**config.mk**
```make
export PLATFORM = sky130hd
export DESIGN_NAME = iter_ha_adder
export DESIGN_NICKNAME = d
export VERILOG_FILES = /design/src/rtl/iha_pkg.sv /design/src/rtl/iha_ha_row.sv /design/src/rtl/iha_or4_tree.sv /design/src/rtl/iha_fb_regs.sv /design/src/rtl/iter_ha_adder.sv
export SDC_FILE = /design/constraint.sdc
export NUM_CORES = 1
export LEC_CHECK = 0
export ABC_AREA = 1
export BUFFER_PORTS_ARGS = -buffer_cell sky130_fd_sc_hd__buf_2
export CELL_PAD_IN_SITES_DETAIL_PLACEMENT = 1
export CELL_PAD_IN_SITES_GLOBAL_PLACEMENT = 1
export CORE_MARGIN = 1
export CORE_UTILIZATION = 33
export DETAILED_ROUTE_END_ITERATION = 7
export PLACE_DENSITY = 0.74
export SLEW_MARGIN = 15
export SYNTH_ARGS = -nofsm -noshare
export SYNTH_HDL_FRONTEND = slang
export SYNTH_HIERARCHICAL = 1
export SYNTH_SLANG_ARGS = --single-unit
```
**constraint.sdc**
```tcl
create_clock -name clk -period 1.3 [get_ports clk]
set_input_delay 0.26 -clock clk [delete_from_list [all_inputs] [get_ports clk]]
set_output_delay 0.26 -clock clk [all_outputs]
set_load 0.05 [all_outputs]
```
**src/rtl/iha_pkg.sv**
```systemverilog
// Shared definitions for the iterative half-adder adder.
// Assumes WIDTH >= 2 for every user of cnt_width.
package iha_pkg;

    // Controller phase: waiting for a start edge, or iterating
    typedef enum logic {
        PH_IDLE = 1'b0,
        PH_RUN  = 1'b1
    } phase_t;

    // Counter width able to hold WIDTH+1 passes
    function automatic int cnt_width(input int width);
        return $clog2(width + 2);
    endfunction

endpackage

```
**src/rtl/iha_ha_row.sv**
```systemverilog
// Row of WIDTH independent half adders.
// Purely combinational; bit i sees only bit i of both words.
module iha_ha_row #(
    parameter int WIDTH = 8
) (
    input  logic [WIDTH-1:0] x_i,
    input  logic [WIDTH-1:0] y_i,
    output logic [WIDTH-1:0] s_o,
    output logic [WIDTH-1:0] c_o
);

    // One half adder per bit position
    for (genvar i = 0; i < WIDTH; i++) begin : g_ha
        assign s_o[i] = x_i[i] ^ y_i[i];
        assign c_o[i] = x_i[i] & y_i[i];
    end

endmodule

```
**src/rtl/iha_or4_tree.sv**
```systemverilog
// OR reduction built from 4-input OR stages, recursing until at most
// four signals remain. Unused inputs of a partial group are tied to 0.
module iha_or4_tree #(
    parameter int N = 8
) (
    input  logic [N-1:0] bits_i,
    output logic         any_o
);

    if (N <= 4) begin : g_leaf
        // Final stage: a single 4-input (or narrower) OR
        assign any_o = |bits_i;
    end else begin : g_stage
        localparam int GROUPS = (N + 3) / 4;
        localparam int PADDED = GROUPS * 4;

        logic [PADDED-1:0] padded;
        logic [GROUPS-1:0] grp_any;

        // Zero-extend to a whole number of groups
        always_comb begin
            padded         = '0;
            padded[N-1:0]  = bits_i;
        end

        // One 4-input OR per group
        for (genvar g = 0; g < GROUPS; g++) begin : g_grp
            assign grp_any[g] = |padded[4*g +: 4];
        end

        iha_or4_tree #(
            .N(GROUPS)
        ) u_next (
            .bits_i (grp_any),
            .any_o  (any_o)
        );
    end

endmodule

```
**src/rtl/iha_fb_regs.sv**
```systemverilog
// Operand registers with a 2:1 select per bit between the external
// operands (on load) and the fed-back half-adder outputs (on step).
// The carry word re-enters shifted up one place with 0 in bit 0; the
// carry leaving bit WIDTH-1 is accumulated into top_o instead.
module iha_fb_regs #(
    parameter int WIDTH = 8
) (
    input  logic             clk,
    input  logic             rst_n,
    input  logic             load_i,
    input  logic             step_i,
    input  logic [WIDTH-1:0] ext_x_i,
    input  logic [WIDTH-1:0] ext_y_i,
    input  logic [WIDTH-1:0] s_i,
    input  logic [WIDTH-1:0] c_i,
    output logic [WIDTH-1:0] x_o,
    output logic [WIDTH-1:0] y_o,
    output logic             top_o
);

    logic [WIDTH-1:0] x_nxt;
    logic [WIDTH-1:0] y_nxt;
    logic [WIDTH-1:0] c_up;

    assign c_up = {c_i[WIDTH-2:0], 1'b0};

    // Per-bit operand/feedback multiplexers
    for (genvar i = 0; i < WIDTH; i++) begin : g_mux
        assign x_nxt[i] = load_i ? ext_x_i[i] : s_i[i];
        assign y_nxt[i] = load_i ? ext_y_i[i] : c_up[i];
    end

    // Capture operands on load, feedback words on each step
    always_ff @(posedge clk) begin
        if (!rst_n) begin
            x_o   <= '0;
            y_o   <= '0;
            top_o <= 1'b0;
        end else if (load_i) begin
            x_o   <= x_nxt;
            y_o   <= y_nxt;
            top_o <= 1'b0;
        end else if (step_i) begin
            x_o   <= x_nxt;
            y_o   <= y_nxt;
            top_o <= top_o | c_i[WIDTH-1];
        end
    end

    // The sum fits WIDTH+1 bits, so a second carry-out cannot occur
    AST_TOP_ONCE: assert property (@(posedge clk) disable iff (!rst_n)
        (step_i && !load_i && top_o) |-> !c_i[WIDTH-1]);

endmodule

```
**src/rtl/iter_ha_adder.sv**
```systemverilog
// Iterative adder: one half-adder pass per clock, feedback until the
// carry word is zero. Launch on a falling start_n edge while idle;
// finish_n drops when the OR tree sees an all-zero carry word.
// Assumes WIDTH >= 2 and that operands are valid at the launch edge.
module iter_ha_adder #(
    parameter int WIDTH = 8,
    localparam int CNT_W = iha_pkg::cnt_width(WIDTH)
) (
    input  logic             clk,
    input  logic             rst_n,
    input  logic             start_n,
    input  logic [WIDTH-1:0] op_a,
    input  logic [WIDTH-1:0] op_b,
    output logic [WIDTH:0]   sum,
    output logic             finish_n,
    output logic [CNT_W-1:0] iter_cnt
);
    import iha_pkg::*;

    phase_t           phase;
    logic             start_q;
    logic             start_fall;
    logic             launch;
    logic             step;
    logic [WIDTH-1:0] x_q;
    logic [WIDTH-1:0] y_q;
    logic             top_q;
    logic [WIDTH-1:0] s_w;
    logic [WIDTH-1:0] c_w;
    logic             carry_any;

    assign start_fall = start_q & ~start_n;
    assign launch     = start_fall & (phase == PH_IDLE);
    assign step       = (phase == PH_RUN);

    iha_fb_regs #(
        .WIDTH(WIDTH)
    ) u_regs (
        .clk     (clk),
        .rst_n   (rst_n),
        .load_i  (launch),
        .step_i  (step),
        .ext_x_i (op_a),
        .ext_y_i (op_b),
        .s_i     (s_w),
        .c_i     (c_w),
        .x_o     (x_q),
        .y_o     (y_q),
        .top_o   (top_q)
    );

    iha_ha_row #(
        .WIDTH(WIDTH)
    ) u_row (
        .x_i (x_q),
        .y_i (y_q),
        .s_o (s_w),
        .c_o (c_w)
    );

    iha_or4_tree #(
        .N(WIDTH)
    ) u_done (
        .bits_i (c_w),
        .any_o  (carry_any)
    );

    // Remember start_n to find its falling edge
    always_ff @(posedge clk) begin
        if (!rst_n) start_q <= 1'b1;
        else        start_q <= start_n;
    end

    // Phase, completion flag and pass counter
    always_ff @(posedge clk) begin
        if (!rst_n) begin
            phase    <= PH_IDLE;
            finish_n <= 1'b1;
            iter_cnt <= '0;
        end else if (launch) begin
            phase    <= PH_RUN;
            finish_n <= 1'b1;
            iter_cnt <= '0;
        end else if (step) begin
            iter_cnt <= iter_cnt + CNT_W'(1);
            if (!carry_any) begin
                phase    <= PH_IDLE;
                finish_n <= 1'b0;
            end
        end
    end

    assign sum = {top_q, x_q};

    AST_LAUNCH_CLEAR: assert property (@(posedge clk) disable iff (!rst_n)
        launch |=> (finish_n && iter_cnt == '0));

    AST_CNT_BOUND: assert property (@(posedge clk) disable iff (!rst_n)
        iter_cnt <= CNT_W'(WIDTH + 1));

    AST_FINISH_ON_ZERO: assert property (@(posedge clk) disable iff (!rst_n)
        (step && !carry_any) |=> !finish_n);

    AST_BUSY_IGNORE: assert property (@(posedge clk) disable iff (!rst_n)
        (step && start_fall) |=> (iter_cnt == $past(iter_cnt) + CNT_W'(1)));

    AST_HOLD: assert property (@(posedge clk) disable iff (!rst_n)
        (!finish_n && !start_fall) |=> ($stable(sum) && $stable(iter_cnt) && !finish_n));

endmodule

```
== Yosys cells after proc, flatten, opt, wreduce, memory -nomap -nowiden ==
Index checks and enable logic that the tools add are counted.

* Register bits after elaboration: 24
* Bits of input ports: 19
* Output and inout port bits: 14

* Add/sub/neg operators: 1
* Mux-type cells: 23
* Bitwise logic cells: 23
* Reduce and logical (&&, ||, !) cells: 4

{| class="wikitable"
|+ Operators by type and width
! cell !! count
|-
| $mux 8 || 4
|-
| $mux 1 || 19
|-
| $and 1x1->1 || 10
|-
| $reduce_or 8->1 || 1
|-
| $xor 1x1->1 || 8
|-
| $add 4x1->4 const B || 1
|-
| $not 1->1 || 4
|-
| $reduce_and 2->1 || 1
|-
| $reduce_bool 2->1 || 1
|-
| $reduce_or 2->1 || 1
|-
| $or 1x1->1 || 1
|}

== Logic depth before layout (Yosys ltp) ==
Gate-level depths: netlist of the first run.

* Depth after elaboration: 6
* Gate-level depth with buffers: 10

== Modules after synthesis ==
The synthesis of the first run kept the hierarchy.

{| class="wikitable"
|+ Modules (own cells, without submodules)
! module !! instances !! cells each !! area each (sq um)
|-
| iha_fb_regs || 1 || 123 || 834.6
|-
| iter_ha_adder || 1 || 36 || 290.3
|-
| iha_ha_row || 1 || 8 || 100.1
|-
| iha_or4_tree at u_done || 1 || 6 || 22.5
|-
| iha_or4_tree at u_done.g_stage.u_next || 1 || 3 || 11.3
|}

== Worst setup path before layout of the first run ==
Ideal clock, no wire load.

* Kind: register to register
* Start: register u_regs.x_o[3]
* End: register finish_n
* Setup time: 0.125 ns
* Arrival time: 1.201 ns
* Data required time: 1.175 ns
* Slack: -0.026 ns
* Stages on the path, launching flop included: 8
* Path buffers: 0
* Clock period less this slack: 1.326 ns
* Path through: dfxtp_1 ha_1 nor2_1 nand2_1 inv_1 nand2_1 o21ai_0 nand3_1

* Word-level cells in the longest chain between the ends: 4

{| class="wikitable"
|+ RTL lines
! item !! RTL line !! RTL
|-
| from (decl) || iha_fb_regs.sv:16 || <nowiki>output logic [WIDTH-1:0] x_o,</nowiki>
|-
| from (signal assigned) || iha_fb_regs.sv:40 || <nowiki>x_o <= x_nxt;</nowiki>
|-
| from (signal assigned) || iha_fb_regs.sv:44 || <nowiki>x_o <= x_nxt;</nowiki>
|-
| $and 1x1->1 || iha_ha_row.sv:15 || <nowiki>assign c_o[i] = x_i[i] & y_i[i];</nowiki>
|-
| named net c_w[3] || iter_ha_adder.sv:29 || <nowiki>logic [WIDTH-1:0] c_w;</nowiki>
|-
| $reduce_or 8->1 || iha_or4_tree.sv:12 || <nowiki>assign any_o = |bits_i;</nowiki>
|-
| named net carry_any || iter_ha_adder.sv:30 || <nowiki>logic carry_any;</nowiki>
|-
| $not 1->1 (no line) || -- ||
|-
| $reduce_and 2->1 (no line) || -- ||
|-
| to (signal assigned) || iter_ha_adder.sv:78 || <nowiki>finish_n <= 1'b1;</nowiki>
|-
| to (signal assigned) || iter_ha_adder.sv:82 || <nowiki>finish_n <= 1'b1;</nowiki>
|-
| to (signal assigned) || iter_ha_adder.sv:88 || <nowiki>finish_n <= 1'b0;</nowiki>
|-
| to (decl) || iter_ha_adder.sv:15 || <nowiki>output logic finish_n,</nowiki>
|}

The timed path passes the listed nets, and every way through them passes these cells.
A chain may end at the register's enable or synchronous reset.

== Worst setup path in the final report of the first run ==
* Start: register iter_cnt[0]
* End: output iter_cnt[0]

{| class="wikitable"
|+ RTL lines
! item !! RTL line !! RTL
|-
| from (decl) || iter_ha_adder.sv:16 || <nowiki>output logic [CNT_W-1:0] iter_cnt</nowiki>
|-
| from (signal assigned) || iter_ha_adder.sv:85 || <nowiki>iter_cnt <= iter_cnt + CNT_W'(1);</nowiki>
|}

No word-level cell between the ends.

==> out/metrics.cfg, run 1 <==
[place]
dp_hpwl_um = 2100
port_buffers = 32
dpl_cell_area_um2 = 1450
place.gp.congestion = 0.706
place_ws_ns = -0.0200

[synth]
synth.yosys.warnings = 6
synth_top_area_share_pct = 38.2
syn_area_per_cell_um2 = 7.15
syn_nets = 204
synth.distinct_cells = 21
yosysTopAreaCell = dfxtp_1
ys_ff_latch = 24
ys_seq_area_share_pct = 38.2
syn_inst = 176
syn_area_um2 = 1260
synth_area_leaders = dfxtp_1, nand2_1, nand3_1, ha_1, inv_1

[global_routing]
antenna_found_initial = 0
grt_max_degree = 23
grt_usage_pct = 15.5
grt_overflow = 0
grt_pass1_wl_um = 4960
grt_pass1_vias = 1149

[setup_path]
endpoint_kind = output port
critPathKind = reg -> out
path_max_fanout = 4
r2r_cells = 7
crit_path_start = iter_cnt[0]
path_buf_inv = 1
cp.arrival_ns = 0.93
reg2reg_to = finish_n
cp.required_ns = 1.04
critPathCapture = iter_cnt[0]
reg2reg_from = u_regs/x_o[7]
reg2reg_slack_ns = 0.13
cp-start-kind = flop
crit_slowest_cell = dfxtp_1
cp_top_family = flip-flops
crit_path_max_incr_delay_ns = 0.38
cp_cell_sequence = buf_2
path_depth = 1

[cells_and_area]
drive_gt1_share_pct = 27.5
synthToLayoutAreaGrowth_pct = 19.1
nets = 237
layout_commonest_cell = nand2_1
fin_area_um2 = 1500
diodes = 0
final_cell_mix = nand2_1, buf_2, nand3_1
nFillCells = 496

[clock_network]
clk_pin_slew_worst_paths_ns = 0.09
cts.htree.levels = 1
cts-buffers-inserted = 3
postCtsResizedCells = 0
cts_tree = built
cts_setup_buffers = 0
ctsHoldBuffers = 0
clk_latency_ns = 0.27
root_buffer = clkbuf_8
clock_sinks = 24
ctsLongestPathBuffers = 2

[route]
antenna_left = 0
drc_errors = 0
num_vias = 1155
drt_iter0_markers = 28
first_pass_iters = 4
via_per_inst = 4.53
routedWlPerCell_um = 11.0
wl_um = 2810

[sta]
timing.fmax_mhz = 844
post-route-min-period_ns = 1.19
setup_violations = 0
hold_viol = 0
fin_setup_tns_ns = 0
tightest_slew_ns = 0.307
slew_headroom_pct = 79.5
fin_skew_ns = 0.00731
rsz0062_at_grt = no
finalMaxSlewViolations = 0
fin_hold_ws_ns = 0.181
setup_ws_ns = 0.115
min_period_over_period_pct = 91.2

[floorplan]
rows = 22
die_x_um = 63.8
fp.dieH_um = 63.8
dieArea_um2 = 4070
initial_core_util_pct = 34.4
coreArea_um2 = 3660
io_pins = 33

[power]
seq_power_share_pct = 50.8
pwr-share-clk_pct = 28.2
p_int_mw = 1.09
peakVddDrop_mv = 0.354
p_leak_nw = 0.856
combPwrFrac_pct = 20.9
p_per_area_nw_per_um2 = 1050
finalPower_mw = 1.58
p_switching_mw = 0.486
p_sw_share_pct = 30.8

[outcome]
status = finished, final reports clean

[hold_path]
min_path_type = in -> reg

[job]
drv_cap = 0

[cells in the mapped netlist]
library cell	number
inv_2	1
inv_1	23
buf_2	1
a21boi_0	1
ha_1	9
a21oi_1	3
nand2_2	1
nor2_8	1
buf_4	3
nand3_1	31
o21ai_1	1
nor3_1	1
o21ai_0	1
nor2_1	8
nor3_2	1
nand2_1	59
clkbuf_1	1
dfxtp_1	24
xor2_1	1
nand3_2	1
buf_6	4
[per-stage QoR]
step,utilization (%),instances
finish,40.9,255
global route,40.9,255
CTS,40.7,255
detailed placement,39.6,252
global placement,39.6,252
floorplan,-,176
[flip-flops by register name, indices dropped and copies added (netlist names)]
| register | flops |
|---|---|
| start_q | 1 |
| phase | 1 |
| iter_cnt | 4 |
| u_regs/x_o | 8 |
| u_regs/y_o | 8 |
| finish_n | 1 |
| u_regs/top_o | 1 |
[power groups by stage]
stage / combinational, mW / sequential [mW] / clock [mW]
2_1_floorplan: 0.180 / 0.891 / 0
3_3_place_gp: 0.328 / 0.821 / 0
3_5_place_dp: 0.334 / 0.821 / 0
4_1_cts: 0.335 / 0.804 / 0.464
5_1_grt: 0.371 / 0.809 / 0.487
6_report: 0.331 / 0.803 / 0.446
[worst min-delay path by stage]
stage / start / to / cells after the start
3_5_place_dp: u_regs/y_o[0] / u_regs/y_o[0] / 2
4_1_cts: start_n / start_q / 3
3_3_place_gp: start_n / start_q / 3
5_1_grt: start_n / start_q / 3
6_report: start_n / start_q / 3
2_1_floorplan: rst_n / start_q / 1
[kinds of logic (layout without fill, tap and decap cells)]
group                    count (synthesis)  after routing  share of synthesized area, %
XOR/XNOR                                 1              1                         0.696
AND/OR/NAND/NOR                        103            103                          36.4
buffers and inverters                   33             64                          13.2
AO/OA/AOI/OAI                            6              6                          2.58
adder cells (fa/ha/maj)                  9              9                          8.95
flip-flops                              24             24                          38.2
[per-layer routing]
layer	part of all wire, %	global-route usage [%]	wire, um	up-vias
met5	0	0	0	-
met2	45	25.7	1260	22
met4	1.7	6.82	47	0
li1	-	-	-	609
met3	3.3	1.79	92	5
met1	50	20.2	1400	519
[area by class of cell]
type	count	area (um2)	share of cell area (%)
Sequential cell	24	490	32.7
Inverter	24	90.1	6.01
Multi-Input combinational cell	119	619	41.3
Clock buffer	3	41.3	2.75
Timing Repair Buffer	37	198	13.2
Tap cell	48	60.1	4.01
(Power assumes the default switching activity.)
==> run 2, diff against run 1 <==
- CORE_UTILIZATION: 33 -> 36
- PLACE_DENSITY: 0.74 -> 0.76
- clock period: 1.3 -> 1.26 ns (I/O delays scaled with it)
==> out/metrics.cfg, run 2 (synthesis results as in run 1) <==
[job]
drv_cap = 0  ; unchanged

[global_routing]
grt_overflow = 0  ; unchanged
grt_max_degree = 23  ; unchanged
antenna_found_initial = 0  ; unchanged
grt_pass1_wl_um = 4990  ; +0.54%
grt_pass1_vias = 1237  ; +7.7%
grt_usage_pct = 18.2  ; +2.7 points

[setup_path]
path_max_fanout = 3  ; -1
reg2reg_from = u_regs/x_o[1]
cp-start-kind = flop
path_depth = 1  ; unchanged
path_buf_inv = 1  ; unchanged
cp_top_family = flip-flops
endpoint_kind = output port
cp_cell_sequence = buf_2
cp.required_ns = 1.01  ; -0.03 ns
crit_path_max_incr_delay_ns = 0.37  ; about the same
r2r_cells = 7  ; unchanged
crit_path_start = u_regs/x_o[0]
crit_slowest_cell = dfxtp_2
critPathKind = reg -> out
cp.arrival_ns = 0.96  ; +0.03 ns

[cells_and_area]
stdcell_count = 255  ; unchanged
final_cell_mix = nand2_1, nand3_1, buf_2
nFillCells = 463  ; -6.7%
reg.largest.list = u_regs/x_o: 8 flops, u_regs/y_o: 8 flops, iter_cnt: 4 flops
layout_commonest_cell = nand2_1
nets = 238  ; +0.42%
drive_gt1_share_pct = 30.1  ; +2.6 points
synthToLayoutAreaGrowth_pct = 21.8
utilization_pct = 45.9  ; +5.0 points
diodes = 0  ; unchanged

[clock_network]
clk_pin_slew_worst_paths_ns = 0.14  ; +0.05 ns
clock_sinks = 24  ; unchanged
cts_setup_buffers = 0  ; unchanged
cts.htree.levels = 1  ; unchanged
root_buffer = clkbuf_4
cts-buffers-inserted = 3  ; unchanged
clk_latency_ns = 0.33  ; +0.06 ns
ctsLongestPathBuffers = 2  ; unchanged
cts_tree = built

[hold_path]
holdPathStages = 3  ; unchanged
min_from = start_n
min_path_type = in -> reg

[outcome]
status = finished, final reports clean

[route]
drc_errors = 0  ; unchanged
antenna_left = 0  ; unchanged
routedWlPerCell_um = 12.2  ; +11%
num_vias = 1233  ; +6.8%
via_per_inst = 4.84  ; +6.8%
wl_um = 3110  ; +11%
first_pass_iters = 4  ; unchanged
drt_iter0_markers = 21  ; -25%

[place]
placed_cells = 251  ; -0.40%
place_ws_ns = -0.106  ; -0.0865 ns
dp_hpwl_um = 2370  ; +13%
place.gp.congestion = 0.723  ; +2.4%
port_buffers = 32  ; unchanged

[sta]
fin_skew_ns = 0.00249  ; -0.00482 ns
hold_viol = 0  ; unchanged
rsz0062_at_grt = yes
timing.fmax_mhz = 823
setup_ws_ns = 0.0449  ; -0.0700 ns
setup_violations = 0  ; unchanged
post-route-min-period_ns = 1.22
min_period_over_period_pct = 96.4
slew_headroom_pct = 77.8  ; -1.7 points
finalMaxSlewViolations = 0  ; unchanged
tightest_slew_ns = 0.333  ; +0.0260 ns

[floorplan]
rows = 21  ; -4.5%
coreArea_um2 = 3340  ; -8.9%
dieArea_um2 = 3740  ; -8.1%
io_pins = 33  ; unchanged
die_x_um = 61.1  ; -4.1%
fp.dieH_um = 61.1  ; -4.1%
initial_core_util_pct = 37.7  ; +3.3 points

[power]
p_leak_nw = 0.855  ; -0.15%
p_per_area_nw_per_um2 = 1060  ; +0.47%
peakVddDrop_mv = 0.404  ; +14%

## run 2: cell types whose count changed in the layout (fill, tap and decap cells not counted), sizes merged
| cell | change |
|---|---|
| clkbuf | +6 |
| buf | -4 |
## run 2: timing repair
action                     in CTS  in global routing
setup endpoints to repair      12                 15
pin swaps                       0                  3
hold buffers                    0                  0
resized for setup               5                 15
## run 2: cell type report
type / instances / area [um2] / share of cell area (%)
multi-input combinational: 119 / 626 / 40.8
sequential: 24 / 493 / 32.2
timing repair buffer: 38 / 225 / 14.7
inverter: 24 / 95.1 / 6.20
tap: 46 / 57.6 / 3.76
clock buffer: 4 / 36.3 / 2.37
## run 2: worst paths after layout
check                     end  slack [ns]
setup reg to reg     finish_n        0.08
hold / removal        start_q        0.12
hold reg to reg   iter_cnt[1]        0.50
setup / recovery       sum[0]        0.04
## run 2: power breakdown
group	internal, mW	switching (mW)
sequential	0.803	0.0282
combinational	0.123	0.240
clock	0.177	0.251
## run 2: layer usage
metal	wire (um)	global-route usage (%)	vias to the layer above
met5	0	0	-
met4	74	8.77	0
met3	102	3.15	7
met2	1650	34.3	23
met1	1290	19.6	590
li1	-	-	613
## run 2: worst reg2reg max path, cell delays in order, from the launching register on
cell     delay [ns]
dfxtp_2        0.36
ha_1           0.21
nor2_1         0.10
nand2_1        0.06
inv_1          0.06
nand2_2        0.07
o21ai_2        0.12
nand3_1        0.08
## run 2: metrics by stage
stage	hold slack (ns)	setup TNS (ns)	power, mW	cell area [um2]
after detailed placement	0.482	-1.13	1.20	1460
after global placement	0.450	0	1.18	1460
final	0.122	0	1.62	1530
after floorplan	0.321	0	1.11	1270
after CTS	0.114	0	1.64	1500
after global routing	0.130	-0.0659	1.72	1530
==> run 3, diff against run 2 <==
- BUFFER_PORTS_ARGS: -buffer_cell sky130_fd_sc_hd__buf_2 -> not set
- CORE_UTILIZATION: 36 -> 40
- DONT_BUFFER_PORTS: not set -> 1
- PLACE_DENSITY: 0.76 -> 0.71
- SETUP_SLACK_MARGIN: not set -> 0.2
==> out/metrics.cfg, run 3 (synthesis results as in run 1) <==
[outcome]
status = finished, final reports clean

[clock_network]
cts-buffers-inserted = 3  ; unchanged
clk_latency_ns = 0.33  ; about the same
root_buffer = clkbuf_4
ctsLongestPathBuffers = 2  ; unchanged
clk_pin_slew_worst_paths_ns = 0.15  ; about the same
cts.htree.levels = 1  ; unchanged
clock_sinks = 24  ; unchanged
cts_tree = built

[global_routing]
grt_pass1_wl_um = 6110  ; +23%
antenna_found_initial = 0  ; unchanged
grt_pass1_vias = 1325  ; +7.1%
grt_usage_pct = 23.8  ; +5.6 points
grt_max_degree = 21  ; -8.7%
grt_overflow = 0  ; unchanged

[cells_and_area]
synthToLayoutAreaGrowth_pct = 51.6
reg.largest.list = u_regs/x_o: 8 flops, u_regs/y_o: 8 flops, iter_cnt: 4 flops
final_cell_mix = nand2_1, nand3_1, inv_1
stdcell_count = 243  ; -4.7%
drive_gt1_share_pct = 45.8  ; +16 points
nets = 230  ; -3.4%
diodes = 0  ; unchanged
layout_commonest_cell = nand2_1
nFillCells = 325  ; -30%

[setup_path]
crit_path_max_incr_delay_ns = 0.39  ; +0.02 ns
endpoint_kind = flop
cp-start-kind = flop
path_max_fanout = 2  ; -1
path_buf_inv = 1  ; unchanged
cp_top_family = flip-flops
cp.arrival_ns = 1.46  ; +0.50 ns
critPathKind = reg -> reg
cp.required_ns = 1.49  ; +0.48 ns
cp_cell_sequence = ha_4 -> nor2_1 -> nand2_1 -> inv_2 -> nand2_2 -> o21ai_2 -> nand3_1
crit_slowest_cell = dfxtp_4

[route]
drt_iter0_markers = 42  ; +100%
routedWlPerCell_um = 18.5  ; +51%
antenna_left = 0  ; unchanged
first_pass_iters = 4  ; unchanged
num_vias = 1274  ; +3.3%
wl_um = 4490  ; +44%
drc_errors = 0  ; unchanged
via_per_inst = 5.24  ; +8.4%

[sta]
min_period_over_period_pct = 97.8  ; +1.3 points
slew_headroom_pct = 82.6  ; +4.8 points
setup_violations = 0  ; unchanged
post-route-min-period_ns = 1.23  ; +0.0166 ns
fin_setup_tns_ns = 0  ; unchanged
rsz0062_at_grt = yes
finalMaxSlewViolations = 0  ; unchanged
hold_viol = 0  ; unchanged
tightest_slew_ns = 0.261  ; -0.0724 ns
timing.fmax_mhz = 812  ; -1.3%
fin_skew_ns = 0.0104  ; +0.00789 ns

[place]
placed_cells = 227  ; -9.6%
port_buffers = 0  ; -100%
dp_hpwl_um = 2320  ; -2.1%
place.gp.congestion = 0.748  ; +3.5%

[floorplan]
io_pins = 33  ; unchanged
die_x_um = 58.1  ; -5.0%
rows = 19  ; -9.5%
initial_core_util_pct = 43.8  ; +6.0 points
coreArea_um2 = 2880  ; -14%
fp.dieH_um = 58.1  ; -5.0%
dieArea_um2 = 3380  ; -9.7%

[hold_path]
min_path_type = in -> reg

[power]
p_leak_nw = 0.899  ; +5.1%
p_per_area_nw_per_um2 = 961  ; -9.2%
peakVddDrop_mv = 0.520  ; +29%

[job]
drv_cap = 0  ; unchanged

-- run 3: worst paths after layout --
check / to / slack [ns] / cells past startpoint / start
hold / removal: u_regs/y_o[6] / 0.01 / 2 / rst_n
setup reg to reg: finish_n / 0.03 / 7 / u_regs/x_o[1]
hold reg to reg: u_regs/y_o[0] / 0.55 / 2 / u_regs/y_o[0]
setup / recovery: finish_n / 0.03 / 7 / u_regs/x_o[1]
-- run 3: per-stage QoR --
stage | utilization, % | power [mW] | instance area (um2) | hold slack [ns] | worst slack [ns]
finish | 66.3 | 1.83 | 1910 | 0.0116 | 0.0283
global route | 66.3 | 1.90 | 1910 | 0.0135 | -0.0133
CTS | 61.3 | 1.78 | 1760 | -0.0246 | 0.114
detailed placement | 50.2 | 1.18 | 1450 | 0.330 | 0.0292
global placement | 50.2 | 1.16 | 1450 | 0.326 | 0.0764
floorplan | - | 1.11 | 1340 | 0.321 | 0.0916
-- run 3: worst reg2reg max path, stage by stage, from the launching register on --
cell,delay [ns]
dfxtp_4,0.39
ha_4,0.16
nor2_1,0.14
nand2_1,0.09
inv_2,0.07
nand2_2,0.07
o21ai_2,0.13
nand3_1,0.09
-- run 3: timing repair --
action / CTS / global route
gates cloned: 1 / 0
gates resized for setup: 52 / 34
buffers inserted: 7 / 2
pin swaps: 17 / 17
hold buffers: 1 / 1
hold endpoints to repair: 6 / 1
endpoints found under the setup margin: 34 / 34
-- run 3: area by class of cell --
class	count	area (um2)	area share (%)
Timing Repair Buffer	29	357	18.7
Inverter	24	105	5.51
Tap cell	42	52.6	2.75
Sequential cell	24	528	27.7
Multi-Input combinational cell	120	818	42.9
Clock buffer	4	47.5	2.49
-- run 3: report_power, final --
group | internal, mW | switching, mW
sequential | 0.797 | 0.0508
combinational | 0.200 | 0.284
clock | 0.243 | 0.259
-- run 3: routing by layer --
metal / routed length [um] / vias to the layer above / share of wire [%] / track usage, %
met1: 1870 / 608 / 42 / 28.3
met2: 2320 / 48 / 52 / 44.0
met5: 0 / - / 0 / 0
met3: 178 / 14 / 4.0 / 3.35
li1: - / 604 / - / -
met4: 129 / 0 / 2.9 / 7.48
